**config.mk**
```make
export PLATFORM = sky130hd
export DESIGN_NAME = bfpn_normalizer
export DESIGN_NICKNAME = d
export VERILOG_FILES = /design/src/rtl/bfpn_pkg.sv /design/src/rtl/bfpn_sign_count.sv /design/src/rtl/bfpn_peak_track.sv /design/src/rtl/bfpn_shift_plan.sv /design/src/rtl/bfpn_scaler.sv /design/src/rtl/bfpn_normalizer.sv
export SDC_FILE = /design/constraint.sdc
export NUM_CORES = 1
export LEC_CHECK = 0
export BUFFER_PORTS_ARGS = -buffer_cell sky130_fd_sc_hd__buf_2
export CAP_MARGIN = 40
export CELL_PAD_IN_SITES_DETAIL_PLACEMENT = 1
export CELL_PAD_IN_SITES_GLOBAL_PLACEMENT = 1
export CORE_MARGIN = 2
export CORE_UTILIZATION = 30
export CTS_CLUSTER_DIAMETER = 60
export DETAILED_ROUTE_END_ITERATION = 10
export GPL_ROUTABILITY_DRIVEN = 0
export GPL_TIMING_DRIVEN = 0
export PLACE_DENSITY_LB_ADDON = 0.1
export SLEW_MARGIN = 20
export SYNTH_ARGS = -nofsm -noshare
export SYNTH_HDL_FRONTEND = slang
export SYNTH_SLANG_ARGS = --single-unit
```
**constraint.sdc**
```tcl
create_clock -name clk -period 15.91 [get_ports clk]
set_input_delay 3.182 -clock clk [delete_from_list [all_inputs] [get_ports clk]]
set_output_delay 3.182 -clock clk [all_outputs]
set_load 0.02 [all_outputs]
```
**src/rtl/bfpn_pkg.sv**
```systemverilog
`timescale 1ns/1ps
package bfpn_pkg;
  typedef enum logic [2:0] {
    ST_IDLE,
    ST_SCAN,
    ST_TAIL,
    ST_EVAL,
    ST_RD,
    ST_CAP,
    ST_WR
  } bfpn_state_e;

  localparam int HEADROOM_ONE = 1;
  localparam int HEADROOM_TWO = 2;
endpackage

```
**src/rtl/bfpn_sign_count.sv**
```systemverilog
`timescale 1ns/1ps
// Counts the bits directly below the sign bit that repeat the sign.
module bfpn_sign_count #(
  parameter int W  = 16,
  parameter int CW = $clog2(W)
) (
  input  logic [W-1:0]  value,
  output logic [CW-1:0] count
);
  logic run;

  always_comb begin
    count = '0;
    run   = 1'b1;
    for (int i = W-2; i >= 0; i--) begin
      if (run && (value[i] == value[W-1])) begin
        count = count + CW'(1);
      end else begin
        run = 1'b0;
      end
    end
  end
endmodule

```
**src/rtl/bfpn_peak_track.sv**
```systemverilog
`timescale 1ns/1ps
// Keeps the smallest redundant-sign count seen across all lanes of a pass.
module bfpn_peak_track #(
  parameter int W     = 16,
  parameter int LANES = 2,
  parameter int CW    = $clog2(W)
) (
  input  logic               clk,
  input  logic               rst,
  input  logic               clear,
  input  logic               sample_v,
  input  logic [LANES*W-1:0] lanes,
  output logic [CW-1:0]      min_q
);
  localparam logic [CW-1:0] CNT_MAX = CW'(W-1);

  logic [CW-1:0] cnt [LANES];
  logic [CW-1:0] cand;

  for (genvar l = 0; l < LANES; l++) begin : g_lane
    bfpn_sign_count #(.W(W), .CW(CW)) u_cnt (
      .value (lanes[l*W +: W]),
      .count (cnt[l])
    );
  end

  always_comb begin
    cand = CNT_MAX;
    for (int l = 0; l < LANES; l++) begin
      if (cnt[l] < cand) cand = cnt[l];
    end
  end

  always_ff @(posedge clk) begin
    if (rst || clear) begin
      min_q <= CNT_MAX;
    end else if (sample_v && (cand < min_q)) begin
      min_q <= cand;
    end
  end
endmodule

```
**src/rtl/bfpn_shift_plan.sv**
```systemverilog
`timescale 1ns/1ps
// Turns the block's smallest sign count into a signed shift (positive = right).
module bfpn_shift_plan
  import bfpn_pkg::*;
#(
  parameter int CW   = 4,
  parameter int SH_W = CW + 1
) (
  input  logic                   two_bit,
  input  logic [CW-1:0]          min_ls,
  output logic signed [SH_W-1:0] plan
);
  logic signed [SH_W-1:0] target;
  logic signed [SH_W-1:0] have;

  always_comb begin
    target = two_bit ? SH_W'(HEADROOM_TWO) : SH_W'(HEADROOM_ONE);
    have   = SH_W'(min_ls);
    plan   = target - have;
  end
endmodule

```
**src/rtl/bfpn_scaler.sv**
```systemverilog
`timescale 1ns/1ps
// Applies one signed shift to every lane: arithmetic right or plain left.
module bfpn_scaler #(
  parameter int W     = 16,
  parameter int LANES = 2,
  parameter int SH_W  = 5
) (
  input  logic [LANES*W-1:0]     lanes_in,
  input  logic signed [SH_W-1:0] amount,
  output logic [LANES*W-1:0]     lanes_out
);
  logic [SH_W-1:0] mag;

  always_comb begin
    mag = amount[SH_W-1] ? SH_W'(-amount) : SH_W'(amount);
  end

  for (genvar l = 0; l < LANES; l++) begin : g_lane
    logic signed [W-1:0] din;
    always_comb begin
      din = $signed(lanes_in[l*W +: W]);
      if (amount[SH_W-1]) begin
        lanes_out[l*W +: W] = din << mag;
      end else begin
        lanes_out[l*W +: W] = din >>> mag;
      end
    end
  end
endmodule

```
**src/rtl/bfpn_normalizer.sv**
```systemverilog
`timescale 1ns/1ps
module bfpn_normalizer
  import bfpn_pkg::*;
#(
  parameter int DATA_W = 16,
  parameter int ADDR_W = 4,
  parameter int EXP_W  = 6,
  parameter int SH_W   = $clog2(DATA_W) + 1
) (
  input  logic                   clk,
  input  logic                   rst,
  input  logic                   start,
  input  logic                   headroom_sel,
  input  logic                   exp_clr,
  input  logic [2*DATA_W-1:0]    mem_rdata,
  output logic                   busy,
  output logic                   done,
  output logic signed [SH_W-1:0] shift_out,
  output logic signed [EXP_W-1:0] blk_exp,
  output logic [ADDR_W-1:0]      mem_addr,
  output logic                   mem_rd_en,
  output logic                   mem_wr_en,
  output logic [2*DATA_W-1:0]    mem_wdata
);
  localparam int LANES = 2;
  localparam int CW    = $clog2(DATA_W);
  localparam logic [ADDR_W-1:0] LAST_ADDR = {ADDR_W{1'b1}};

  bfpn_state_e state;
  logic                   mode_q;
  logic                   scan_v;
  logic [CW-1:0]          min_ls;
  logic signed [SH_W-1:0] plan;
  logic [2*DATA_W-1:0]    scaled;
  logic                   take_start;

  assign take_start = (state == ST_IDLE) && start;

  bfpn_peak_track #(.W(DATA_W), .LANES(LANES), .CW(CW)) u_peak (
    .clk      (clk),
    .rst      (rst),
    .clear    (take_start),
    .sample_v (scan_v),
    .lanes    (mem_rdata),
    .min_q    (min_ls)
  );

  bfpn_shift_plan #(.CW(CW), .SH_W(SH_W)) u_plan (
    .two_bit (mode_q),
    .min_ls  (min_ls),
    .plan    (plan)
  );

  bfpn_scaler #(.W(DATA_W), .LANES(LANES), .SH_W(SH_W)) u_scale (
    .lanes_in  (mem_rdata),
    .amount    (shift_out),
    .lanes_out (scaled)
  );

  always_ff @(posedge clk) begin
    if (rst) begin
      state     <= ST_IDLE;
      mode_q    <= 1'b0;
      scan_v    <= 1'b0;
      busy      <= 1'b0;
      done      <= 1'b0;
      shift_out <= '0;
      blk_exp   <= '0;
      mem_addr  <= '0;
      mem_rd_en <= 1'b0;
      mem_wr_en <= 1'b0;
      mem_wdata <= '0;
    end else begin
      done   <= 1'b0;
      scan_v <= (state == ST_SCAN);

      if (exp_clr) begin
        blk_exp <= '0;
      end else if (state == ST_EVAL) begin
        blk_exp <= blk_exp + EXP_W'(plan);
      end

      case (state)
        ST_IDLE: begin
          if (start) begin
            mode_q    <= headroom_sel;
            mem_addr  <= '0;
            mem_rd_en <= 1'b1;
            busy      <= 1'b1;
            state     <= ST_SCAN;
          end
        end
        ST_SCAN: begin
          if (mem_addr == LAST_ADDR) begin
            mem_rd_en <= 1'b0;
            state     <= ST_TAIL;
          end else begin
            mem_addr <= mem_addr + ADDR_W'(1);
          end
        end
        ST_TAIL: state <= ST_EVAL;
        ST_EVAL: begin
          shift_out <= plan;
          if (plan == '0) begin
            busy  <= 1'b0;
            done  <= 1'b1;
            state <= ST_IDLE;
          end else begin
            mem_addr  <= '0;
            mem_rd_en <= 1'b1;
            state     <= ST_RD;
          end
        end
        ST_RD: begin
          mem_rd_en <= 1'b0;
          state     <= ST_CAP;
        end
        ST_CAP: begin
          mem_wr_en <= 1'b1;
          mem_wdata <= scaled;
          state     <= ST_WR;
        end
        ST_WR: begin
          mem_wr_en <= 1'b0;
          if (mem_addr == LAST_ADDR) begin
            busy  <= 1'b0;
            done  <= 1'b1;
            state <= ST_IDLE;
          end else begin
            mem_addr  <= mem_addr + ADDR_W'(1);
            mem_rd_en <= 1'b1;
            state     <= ST_RD;
          end
        end
        default: state <= ST_IDLE;
      endcase
    end
  end
endmodule

```
==> summary.md, run 1 <==
| Metric | Value |
|---|---|
| Hold Crit Class | `flip-flop to flip-flop` |
| Worst EP required | `16160 ps` |
| Placement row count | `60` |
| Chip height | `170 um` |
| CP Max Fanout | `10` |
| Endpoints failing setup | `0` |
| DRT iter0 DRCs | `534` |
| I/O Buffers | `79` |
| Worst Setup Slack, final | `1310 ps` |
| Vias per std cell | `5.59` |
| Post-synth ARST share | `0%` |
| Sequential fraction of the synthesis area | `14.5%` |
| Post-CTS sizing | `0` |
| Clk slew on worst S/H paths | `60 ps` |
| Initial Util | `30.6%` |
| Post-Syn Area | `0.00828 sq mm` |
| FF+latch area | `0.00120 sq mm` |
| Period minus WS final | `14600 ps` |
| Fillers | `3469` |
| Distinct cells, synth | `80` |
| Total CTS buffers | `9` |
| CP most frequent cell | `ha_1` |
| DP HPWL | `26.1 mm` |
| Max stage delay on crit path | `410 ps` |
| Clock Path Buffers | `2` |
| Pwr dens | `53.9 mW/mm^2` |
| Synth warnings | `0` |
| DR WL/cell | `19.7 um` |
| Initial antenna violation count | `0` |
| P_leak | `3.86 nW` |
| Clock Skew | `12.9 ps` |
| Die area | `0.0289 sq mm` |
| Footprint of the multi-input gates | `0.00655 sq mm` |
| R2R cell count | `16` |
| Critical path arrival | `14860 ps` |
| Synth Flop Type | `dfxtp_1` |
| Total congestion overflow | `0` |
| EDFF count, synth | `0` |
| Final setup TNS | `0 ps` |
| GR Util All Layers | `22.1%` |
| Kind of critical path | `input port to flip-flop` |
| Clk sinks | `60` |
| #FFs+latches synth | `60` |
| Largest net degree at the start of global routing | `11` |
| Crit path max-delay cell type | `clkbuf_1` |
| Crit start category | `input port` |
| Pin slew with the least headroom to its limit | `768 ps` |
| Tot Pwr | `0.000508 W` |
| Status | `finished clean` |
| Global-route wire length before repair | `51.7 mm` |
| Layout cells sized above 1 | `11.4%` |
| # IOs | `88` |
| VDD IR max | `0.0496 mV` |
| CTS H-Tree Depth | `3` |
| Vias | `9142` |
| Peak Freq | `68.5 MHz` |
| Initial DRT Pass Iterations | `5` |
| Post-Syn Nets | `1276` |
| Rel. slew slack | `48.4%` |
| Fin crit share | `91.8%` |
| CP Capture Type | `flip-flop` |
| Final WL | `32.2 mm` |
| Drc violations | `0` |
| Final Hold Viols | `0` |
| ANT nets after route | `0` |
| Area growth syn-to-layout | `13.8%` |
| Worst slack at placement | `976 ps` |
| CTS root buf | `clkbuf_16` |
| Cells after Synth | `1197` |
| WHS Path Cells | `2` |
| Syn Area/Cell | `6.92 sq um` |
| Post-CTS setup repair buffer count | `0` |
| Placed Area | `0.00912 sq mm` |
| CTS tree | `yes` |
| Core Box Area | `0.0270 sq mm` |
| RSZ-0062 raised after global routing | `false` |
| Design Area, Final | `0.00942 sq mm` |
| NumNets Final | `1368` |
| Max-slew violation count | `0` |
| Diode count | `0` |
| Hold-fix buffers at CTS | `0` |
| Die W | `170 um` |
| Max Cap Viol | `0` |
| Number of global-route vias before repair | `9169` |
| Clock Latency Late Sink | `330 ps` |
-- cell type report --
type                            instances  share of cell area (%)
Timing Repair Buffer                   81                    4.36
Sequential cell                        60                    12.7
Clock buffer                           12                    2.72
Multi-Input combinational cell        999                    69.5
Buffer                                 93                    3.84
Tap cell                              341                    4.53
Clock inverter                          4                   0.505
Inverter                               45                    1.79
-- metal layers --
metal,global-route usage [%],share of wire [%],vias up
met1,30.5,49,4375
met5,0,0,-
met2,37.7,47,206
li1,-,-,4530
met3,1.40,2.8,31
met4,5.50,1.8,0
-- metrics by stage --
stage	utilization [%]	cells	hold slack [ps]
2_1_floorplan	-	1197	494
3_3_place_gp	33.7	1617	468
3_5_place_dp	33.7	1619	467
4_1_cts	34.9	1635	476
5_1_grt	34.9	1635	507
6_report	34.9	1635	475
-- synth_stat cells (all sizes together), types with 4 or more instances --
library cell	number	area share [%]
a221oi	5	0.53
nand2	114	5.2
nor3	63	3.9
nor2	163	7.4
ha	40	6.0
a221o	6	0.73
o21ai	113	7.0
o21a	6	0.54
mux2	8	1.1
a2bb2oi	4	0.42
a211oi	18	1.7
or4	4	0.41
buf	14	0.79
and3	8	0.60
inv	43	1.9
nor2b	11	0.83
mux4	11	3.0
clkbuf	79	3.6
mux2i	74	9.1
o22ai	14	1.1
a21boi	10	0.91
nor4	5	0.38
nand3	18	1.1
xnor2	25	2.7
o21bai	5	0.45
a21oi	93	5.8
or2	7	0.53
a21o	9	0.82
a311oi	6	0.63
o221ai	6	0.63
o211ai	17	1.6
xor2	18	1.9
nor3b	9	0.82
a31oi	4	0.30
o32ai	10	1.1
or3	7	0.53
dfxtp	60	15
o32a	4	0.48
nand2b	33	2.5
-- worst max-delay path: cells and delay by family --
kind                     cells  cell delay, ps
AO/OA/AOI/OAI               24            4080
buffers and inverters        8            1330
multiplexers                 3             630
AND/OR/NAND/NOR             11            1060
adder cells (fa/ha/maj)     14            4060
XOR/XNOR                     2             500
-- layout by cell type (no fill, tap or decap), types with 11 or more instances in the layout --
cell type  instances
a211oi_1          17
a21oi_1           90
buf_2             83
clkbuf_1          80
dfxtp_1           60
ha_1              40
inv_1             43
mux2i_1           73
mux4_2            11
nand2_1          113
nand2b_1          33
nand3_1           18
nor2_1           163
nor2b_1           11
nor3_1            61
o211ai_1          16
o21ai_0          110
o22ai_1           14
xnor2_1           24
xor2_1            18
-- path summary, 6_finish.rpt --
kind / start / to / slack, ps
worst min-delay path: blk_exp[0] / blk_exp[0] / 470
worst max register to register: shift_out[0] / mem_wdata[13] / 10310
worst min register to register: blk_exp[0] / blk_exp[0] / 470
worst max-delay path: mem_rdata[31] / u_peak.min_q[1] / 1310
-- cells by family after synthesis --
logic type	after synthesis	synth area share, %
flip-flops	60	14.5
buffers and inverters	138	6.41
multiplexers	93	13.2
AND/OR/NAND/NOR	454	25.3
XOR/XNOR	47	5.74
AO/OA/AOI/OAI	363	28.3
adder cells (fa/ha/maj)	42	6.53
-- state kept, by name, indices dropped and copies added, names as in the netlist, 3 cells and up --
signal,flops
mem_wdata,32
state,3
mem_addr,4
u_peak.min_q,4
blk_exp,6
shift_out,5
-- report_power, final --
part           internal (W)  switching [W]  total (W)
clock              0.000129      0.0000704   0.000200
sequential         0.000152     0.00000197   0.000154
combinational     0.0000571      0.0000968   0.000154
total              0.000339       0.000169   0.000508
Note: power is estimated with default switching activity, not from simulation.
==> inputs of run 2 (changes only) <==
--- a/config.mk
+++ b/config.mk
@@ -9,6 +9,7 @@
 export CAP_MARGIN = 40
 export CELL_PAD_IN_SITES_DETAIL_PLACEMENT = 1
 export CELL_PAD_IN_SITES_GLOBAL_PLACEMENT = 1
+export CORE_ASPECT_RATIO = 2
 export CORE_MARGIN = 2
 export CORE_UTILIZATION = 30
 export CTS_CLUSTER_DIAMETER = 60
==> summary.md, run 2 (synthesis gave the netlist of run 1 again) <==
| Metric | Value |
|---|---|
| Max Cap Viol | `0 (unchanged)` |
| Period minus WS final | `14530 ps (-76.4 ps)` |
| Critical path arrival | `14780 ps (-80 ps)` |
| Post-CTS setup repair buffer count | `0 (unchanged)` |
| Total congestion overflow | `0 (unchanged)` |
| Post-layout util | `34.3% (-0.55 points)` |
| Rel. slew slack | `49.1% (+0.70 points)` |
| Peak Freq | `68.8 MHz (+0.53%)` |
| # IOs | `88 (unchanged)` |
| Uppermost layer routed | `met4` |
| Max stage delay on crit path | `400 ps (about the same)` |
| CTS root buf | `clkbuf_16` |
| Largest regs | `mem_wdata (32), blk_exp (6), shift_out (5)` |
| Clk sinks | `60 (unchanged)` |
| Vias per std cell | `5.70 (+1.9%)` |
| CP Max Fanout | `19 (+9)` |
| Crit start category | `input port` |
| Worst Setup SP | `mem_rdata[31]` |
| Hold_sp | `blk_exp[0]` |
| Fillers | `3544 (+2.2%)` |
| Hold Crit Class | `flip-flop to flip-flop` |
| Number of flip-flops under the largest register name | `32 (unchanged)` |
| Placed insts | `1629 (+0.62%)` |
| Status | `finished clean` |
| Hold-fix buffers at CTS | `0 (unchanged)` |
| Initial antenna violation count | `0 (unchanged)` |
| Max-slew violation count | `0 (unchanged)` |
| Top Family by Delay on Critical Path | `adder cells` |
| Pwr dens | `51.2 mW/mm^2 (-5.0%)` |
| Endpoints failing setup | `0 (unchanged)` |
| Met3 WL | `944 um (+4.1%)` |
| I/O Buffers | `79 (unchanged)` |
| DRT iter0 DRCs | `556 (+4.1%)` |
| Global-route wire length before repair | `53.8 mm (+4.2%)` |
| Diode count | `0 (unchanged)` |
| Core Box Area | `0.0273 sq mm (+1.1%)` |
| Finished Layout Cells | `1644 (+0.55%)` |
| CTS H-Tree Depth | `3 (unchanged)` |
| Chip height | `239 um (+40%)` |
| Post-CTS sizing | `0 (unchanged)` |
| Clk slew on worst S/H paths | `50 ps (about the same)` |
| Vias | `9369 (+2.5%)` |
| Most common cell after layout, fill and taps aside | `nor2_1` |
| Clock Skew | `7.36 ps (-5.52 ps)` |
| ANT nets after route | `0 (unchanged)` |
| CTS tree | `yes` |
| Clock Latency Late Sink | `330 ps (about the same)` |
| Pin slew with the least headroom to its limit | `764 ps (-4.58 ps)` |
| Final setup TNS | `0 ps (unchanged)` |
| Crit path max-delay cell type | `a211oi_1` |
| Largest register by flop count | `mem_wdata` |
| Wl on met1 | `14.7 mm (-6.4%)` |
| Die area | `0.0290 sq mm (+0.28%)` |
| Area growth syn-to-layout | `13.3%` |
| Kind of critical path | `input port to flip-flop` |
| DR WL/cell | `20.7 um (+5.1%)` |
| GR Util All Layers | `23.6% (+1.5 points)` |
| Drc violations | `0 (unchanged)` |
| DR WL met2 | `17.1 mm (+15%)` |
| Largest net degree at the start of global routing | `11 (unchanged)` |
| Clock Path Buffers | `2 (unchanged)` |
| Reg2Reg Launch Point | `shift_out[0]` |
| Fin crit share | `91.3% (-0.48 points)` |
| CP most frequent cell | `ha_1` |
| R2R cell count | `16 (unchanged)` |
| Layout cells sized above 1 | `11.1% (-0.21 points)` |
| Initial DRT Pass Iterations | `5 (unchanged)` |
| Final WL | `34.0 mm (+5.6%)` |
| WHS Path Cells | `2 (unchanged)` |
| Buf/Inv on CP | `7 (-1)` |
| Number of global-route vias before repair | `9668 (+5.4%)` |
| Cell depth of the worst setup path | `61 (-1.6%)` |
| Final Hold Viols | `0 (unchanged)` |
| NumNets Final | `1367 (-0.073%)` |
| Worst EP required | `16160 ps (about the same)` |
| Most frequent cells in the layout | `nor2_1, nand2_1, o21ai_0` |
| Die W | `121 um (-29%)` |
| CP Capture Type | `flip-flop` |
| DP HPWL | `27.8 mm (+6.4%)` |
| Placement row count | `86 (+43%)` |
| Initial Util | `30.3% (-0.34 points)` |
| VDD IR max | `0.0467 mV (-5.8%)` |
| Total CTS buffers | `9 (unchanged)` |
| Tot Pwr | `0.000481 W (-5.4%)` |
| P_leak | `3.84 nW (-0.61%)` |
| RSZ-0062 raised after global routing | `false` |
## run 2: cell types whose count changed in the layout (fill, tap and decap cells not counted)
| cell | previous run | this run |
|---|---|---|
| buf_4 | 2 | 1 |
| bufinv_16 | 1 | 0 |
| clkbuf_1 | 80 | 81 |
| clkbuf_4 | 0 | 1 |
| clkbuf_8 | 2 | 0 |
| clkinv_2 | 2 | 3 |
| clkinvlp_4 | 1 | 0 |
## run 2: worst paths after layout
check                          to  slack (ps)
hold / removal         blk_exp[0]         470
setup / recovery  u_peak.min_q[3]        1380
hold reg to reg        blk_exp[0]         470
setup reg to reg    mem_wdata[28]       10270
## run 2: per-layer routing
metal | vias to the layer above | GRT usage, %
met5 | - | 0
met4 | 0 | 7.66
met3 | 61 | 2.50
met2 | 196 | 41.9
met1 | 4588 | 29.5
li1 | 4524 | -
## run 2: area by class of cell
type	count	area (sq um)	share of cell area, %
flip-flops and latches	60	1200	12.8
well taps	352	440	4.70
multi-input cells	999	6550	69.8
clock inverters	3	15.0	0.160
inverters	45	169	1.80
clock buffers	12	236	2.52
plain buffers	92	358	3.82
repair buffers	81	410	4.38
## run 2: metrics by stage
stage / hold slack, ps / instance area [sq um] / setup WS, ps
final: 475 / 9380 / 1380
after global routing: 522 / 9380 / 290
after CTS: 477 / 9380 / 1030
after detailed placement: 471 / 9120 / 770
after global placement: 459 / 9120 / 1080
after floorplan: 494 / 8280 / 2570
## run 2: tightest hold or removal path: stages (launching register included)
cell,delay (ps)
dfxtp_1,320
nand2_1,60
a21oi_1,50
## run 2: where the power goes
group	internal, W	switching [W]
registers	0.000153	0.00000192
clock network	0.000104	0.0000671
logic	0.0000571	0.0000983
==> inputs of run 3 (changes only) <==
--- a/config.mk
+++ b/config.mk
@@ -12,6 +12,7 @@
 export CORE_ASPECT_RATIO = 2
 export CORE_MARGIN = 2
 export CORE_UTILIZATION = 30
+export CTS_BUF_LIST = sky130_fd_sc_hd__clkbuf_4
 export CTS_CLUSTER_DIAMETER = 60
 export DETAILED_ROUTE_END_ITERATION = 10
 export GPL_ROUTABILITY_DRIVEN = 0
==> summary.md, run 3 (synthesis gave the netlist of run 1 again) <==
| Metric | Value |
|---|---|
| Rel. slew slack | `48.2% (-0.94 points)` |
| Post-CTS setup repair buffer count | `0 (unchanged)` |
| Comb power frac | `38.7% (+6.4 points)` |
| Global-route wire length before repair | `53.7 mm (-0.28%)` |
| Vias per std cell | `5.73 (+0.54%)` |
| Status | `finished clean` |
| Initial antenna violation count | `0 (unchanged)` |
| Clock group share of total power | `23.0% (-12 points)` |
| DR WL/cell | `20.6 um (-0.40%)` |
| ANT nets after route | `0 (unchanged)` |
| Worst EP required | `16250 ps (+90 ps)` |
| I/O Buffers | `79 (unchanged)` |
| Worst Setup Slack, final | `1210 ps (-174 ps)` |
| Post-CTS sizing | `0 (unchanged)` |
| Fillers | `3556 (+0.34%)` |
| Tot Pwr | `0.000401 W (-16%)` |
| Reg2Reg Launch Point | `shift_out[0]` |
| CTS H-Tree Depth | `3 (unchanged)` |
| CP Max Fanout | `10 (-9)` |
| Area growth syn-to-layout | `11.5%` |
| Largest net degree at the start of global routing | `11 (unchanged)` |
| Total congestion overflow | `0 (unchanged)` |
| Clk slew on worst S/H paths | `90 ps (+40 ps)` |
| Die area | `0.0290 sq mm (unchanged)` |
| NumNets Final | `1368 (+0.073%)` |
| Drc violations | `0 (unchanged)` |
| Endpoints failing setup | `0 (unchanged)` |
| Vias | `9425 (+0.60%)` |
| Pwr dens | `43.5 mW/mm^2 (-15%)` |
| Clock Path Buffers | `2 (unchanged)` |
| Final Hold Viols | `0 (unchanged)` |
| Placement row count | `86 (unchanged)` |
| Worst Setup SP | `mem_rdata[31]` |
| Chip height | `239 um (unchanged)` |
| Hold Crit Class | `flip-flop to flip-flop` |
| Kind of critical path | `input port to flip-flop` |
| Hold-fix buffers at CTS | `0 (unchanged)` |
| Largest regs | `mem_wdata (32), blk_exp (6), shift_out (5)` |
| Clk sinks | `60 (unchanged)` |
| CTS root buf | `clkbuf_4` |
| Footprint of the multi-input gates | `0.00655 sq mm (unchanged)` |
| Largest register by flop count | `mem_wdata` |
| P_sw | `0.000156 W (-6.6%)` |
| Buf/Inv on CP | `8 (+1)` |
| Internal power | `0.000245 W (-22%)` |
| Crit start category | `input port` |
| Diode count | `0 (unchanged)` |
| Clock Latency Late Sink | `430 ps (+100 ps)` |
| VDD IR max | `0.0266 mV (-43%)` |
| CP most frequent cell | `ha_1` |
| Die W | `121 um (unchanged)` |
| Hold_sp | `blk_exp[0]` |
| Layout cells sized above 1 | `11.4% (+0.22 points)` |
| Initial Util | `30.3% (unchanged)` |
| WHS | `481 ps (+6.48 ps)` |
| DP HPWL | `27.8 mm (unchanged)` |
| Peak Freq | `68.0 MHz (-1.2%)` |
| Total CTS buffers | `9 (unchanged)` |
| Critical path arrival | `15040 ps (+260 ps)` |
| Most frequent cells in the layout | `nor2_1, nand2_1, o21ai_0` |
| Number of flip-flops under the largest register name | `32 (unchanged)` |
| Max Cap Viol | `0 (unchanged)` |
| Period minus WS final | `14700 ps (+174 ps)` |
| Clock Skew | `22.0 ps (+14.6 ps)` |
| Core Box Area | `0.0273 sq mm (unchanged)` |
| Final WL | `33.9 mm (-0.34%)` |
| RSZ-0062 raised after global routing | `false` |
| Final setup TNS | `0 ps (unchanged)` |
| Worst slack at placement | `770 ps (unchanged)` |
| Max-slew violation count | `0 (unchanged)` |
| P_leak | `3.78 nW (-1.5%)` |
| CP Capture Type | `flip-flop` |
| Max stage delay on crit path | `460 ps (+60 ps)` |
| GR Util All Layers | `23.5% (-0.12 points)` |
| Most common cell after layout, fill and taps aside | `nor2_1` |
| Crit path max-delay cell type | `mux2i_1` |
| Initial DRT Pass Iterations | `5 (unchanged)` |
| Fin crit share | `92.4% (+1.1 points)` |
| # IOs | `88 (unchanged)` |
| Switch share | `38.9% (+4.1 points)` |
| DRT iter0 DRCs | `522 (-6.1%)` |
| CTS tree | `yes` |
| FF+latch area | `0.00120 sq mm (unchanged)` |
| Top Family by Delay on Critical Path | `adder cells` |
| Pin slew with the least headroom to its limit | `772 ps (+8.18 ps)` |
| Number of global-route vias before repair | `9659 (-0.093%)` |
| Seq pwr share | `38.4% (+6.2 points)` |
## run 3: cell types whose count changed in the layout (fill, tap and decap cells not counted)
cell       delta
clkbuf_4     +12
clkbuf_16     -9
clkbuf_1      -2
## run 3: layout make-up
type | count | share of cell area (%)
Multi-Input combinational cell | 999 | 70.9
Sequential cell | 60 | 13.0
Tap cell | 352 | 4.77
Timing Repair Buffer | 81 | 4.44
Buffer | 93 | 3.91
Inverter | 45 | 1.83
Clock buffer | 12 | 0.975
Clock inverter | 3 | 0.163
## run 3: metrics by stage
stage,area (sq um),util (%),std cells
finish,9240,33.8,1645
global placement,9120,33.4,1628
global route,9240,33.8,1645
detailed placement,9120,33.4,1629
CTS,9230,33.8,1644
floorplan,8280,-,1197
## run 3: routing by layer
layer	vias up	GRT usage, %	part of all wire [%]
li1	4530	-	-
met4	0	7.35	3.4
met1	4589	29.4	43
met3	58	2.43	3.4
met2	248	41.7	51
met5	-	0	0
## run 3: path summary, 6_finish.rpt
| path | cells past startpoint | slack (ps) | endpoint |
|---|---|---|---|
| setup reg to reg | 16 | 10330 | mem_wdata[28] |
| setup / recovery | 62 | 1210 | u_peak.min_q[3] |
| hold / removal | 2 | 480 | blk_exp[0] |
| hold reg to reg | 2 | 480 | blk_exp[0] |
## run 3: tightest hold or removal path: stages (launching register included)
cell	delay, ps
dfxtp_1	330
nand2_1	60
a21oi_1	50
## run 3: power by group through the flow
| stage | Clock, W | Sequential, W | Combinational (W) |
|---|---|---|---|
| after floorplan | 0 | 0.000158 | 0.000108 |
| after global placement | 0 | 0.000158 | 0.000151 |
| after detailed placement | 0 | 0.000158 | 0.000154 |
| after CTS | 0.0000970 | 0.000154 | 0.000156 |
| after global routing | 0.000103 | 0.000155 | 0.000174 |
| final | 0.0000922 | 0.000154 | 0.000155 |
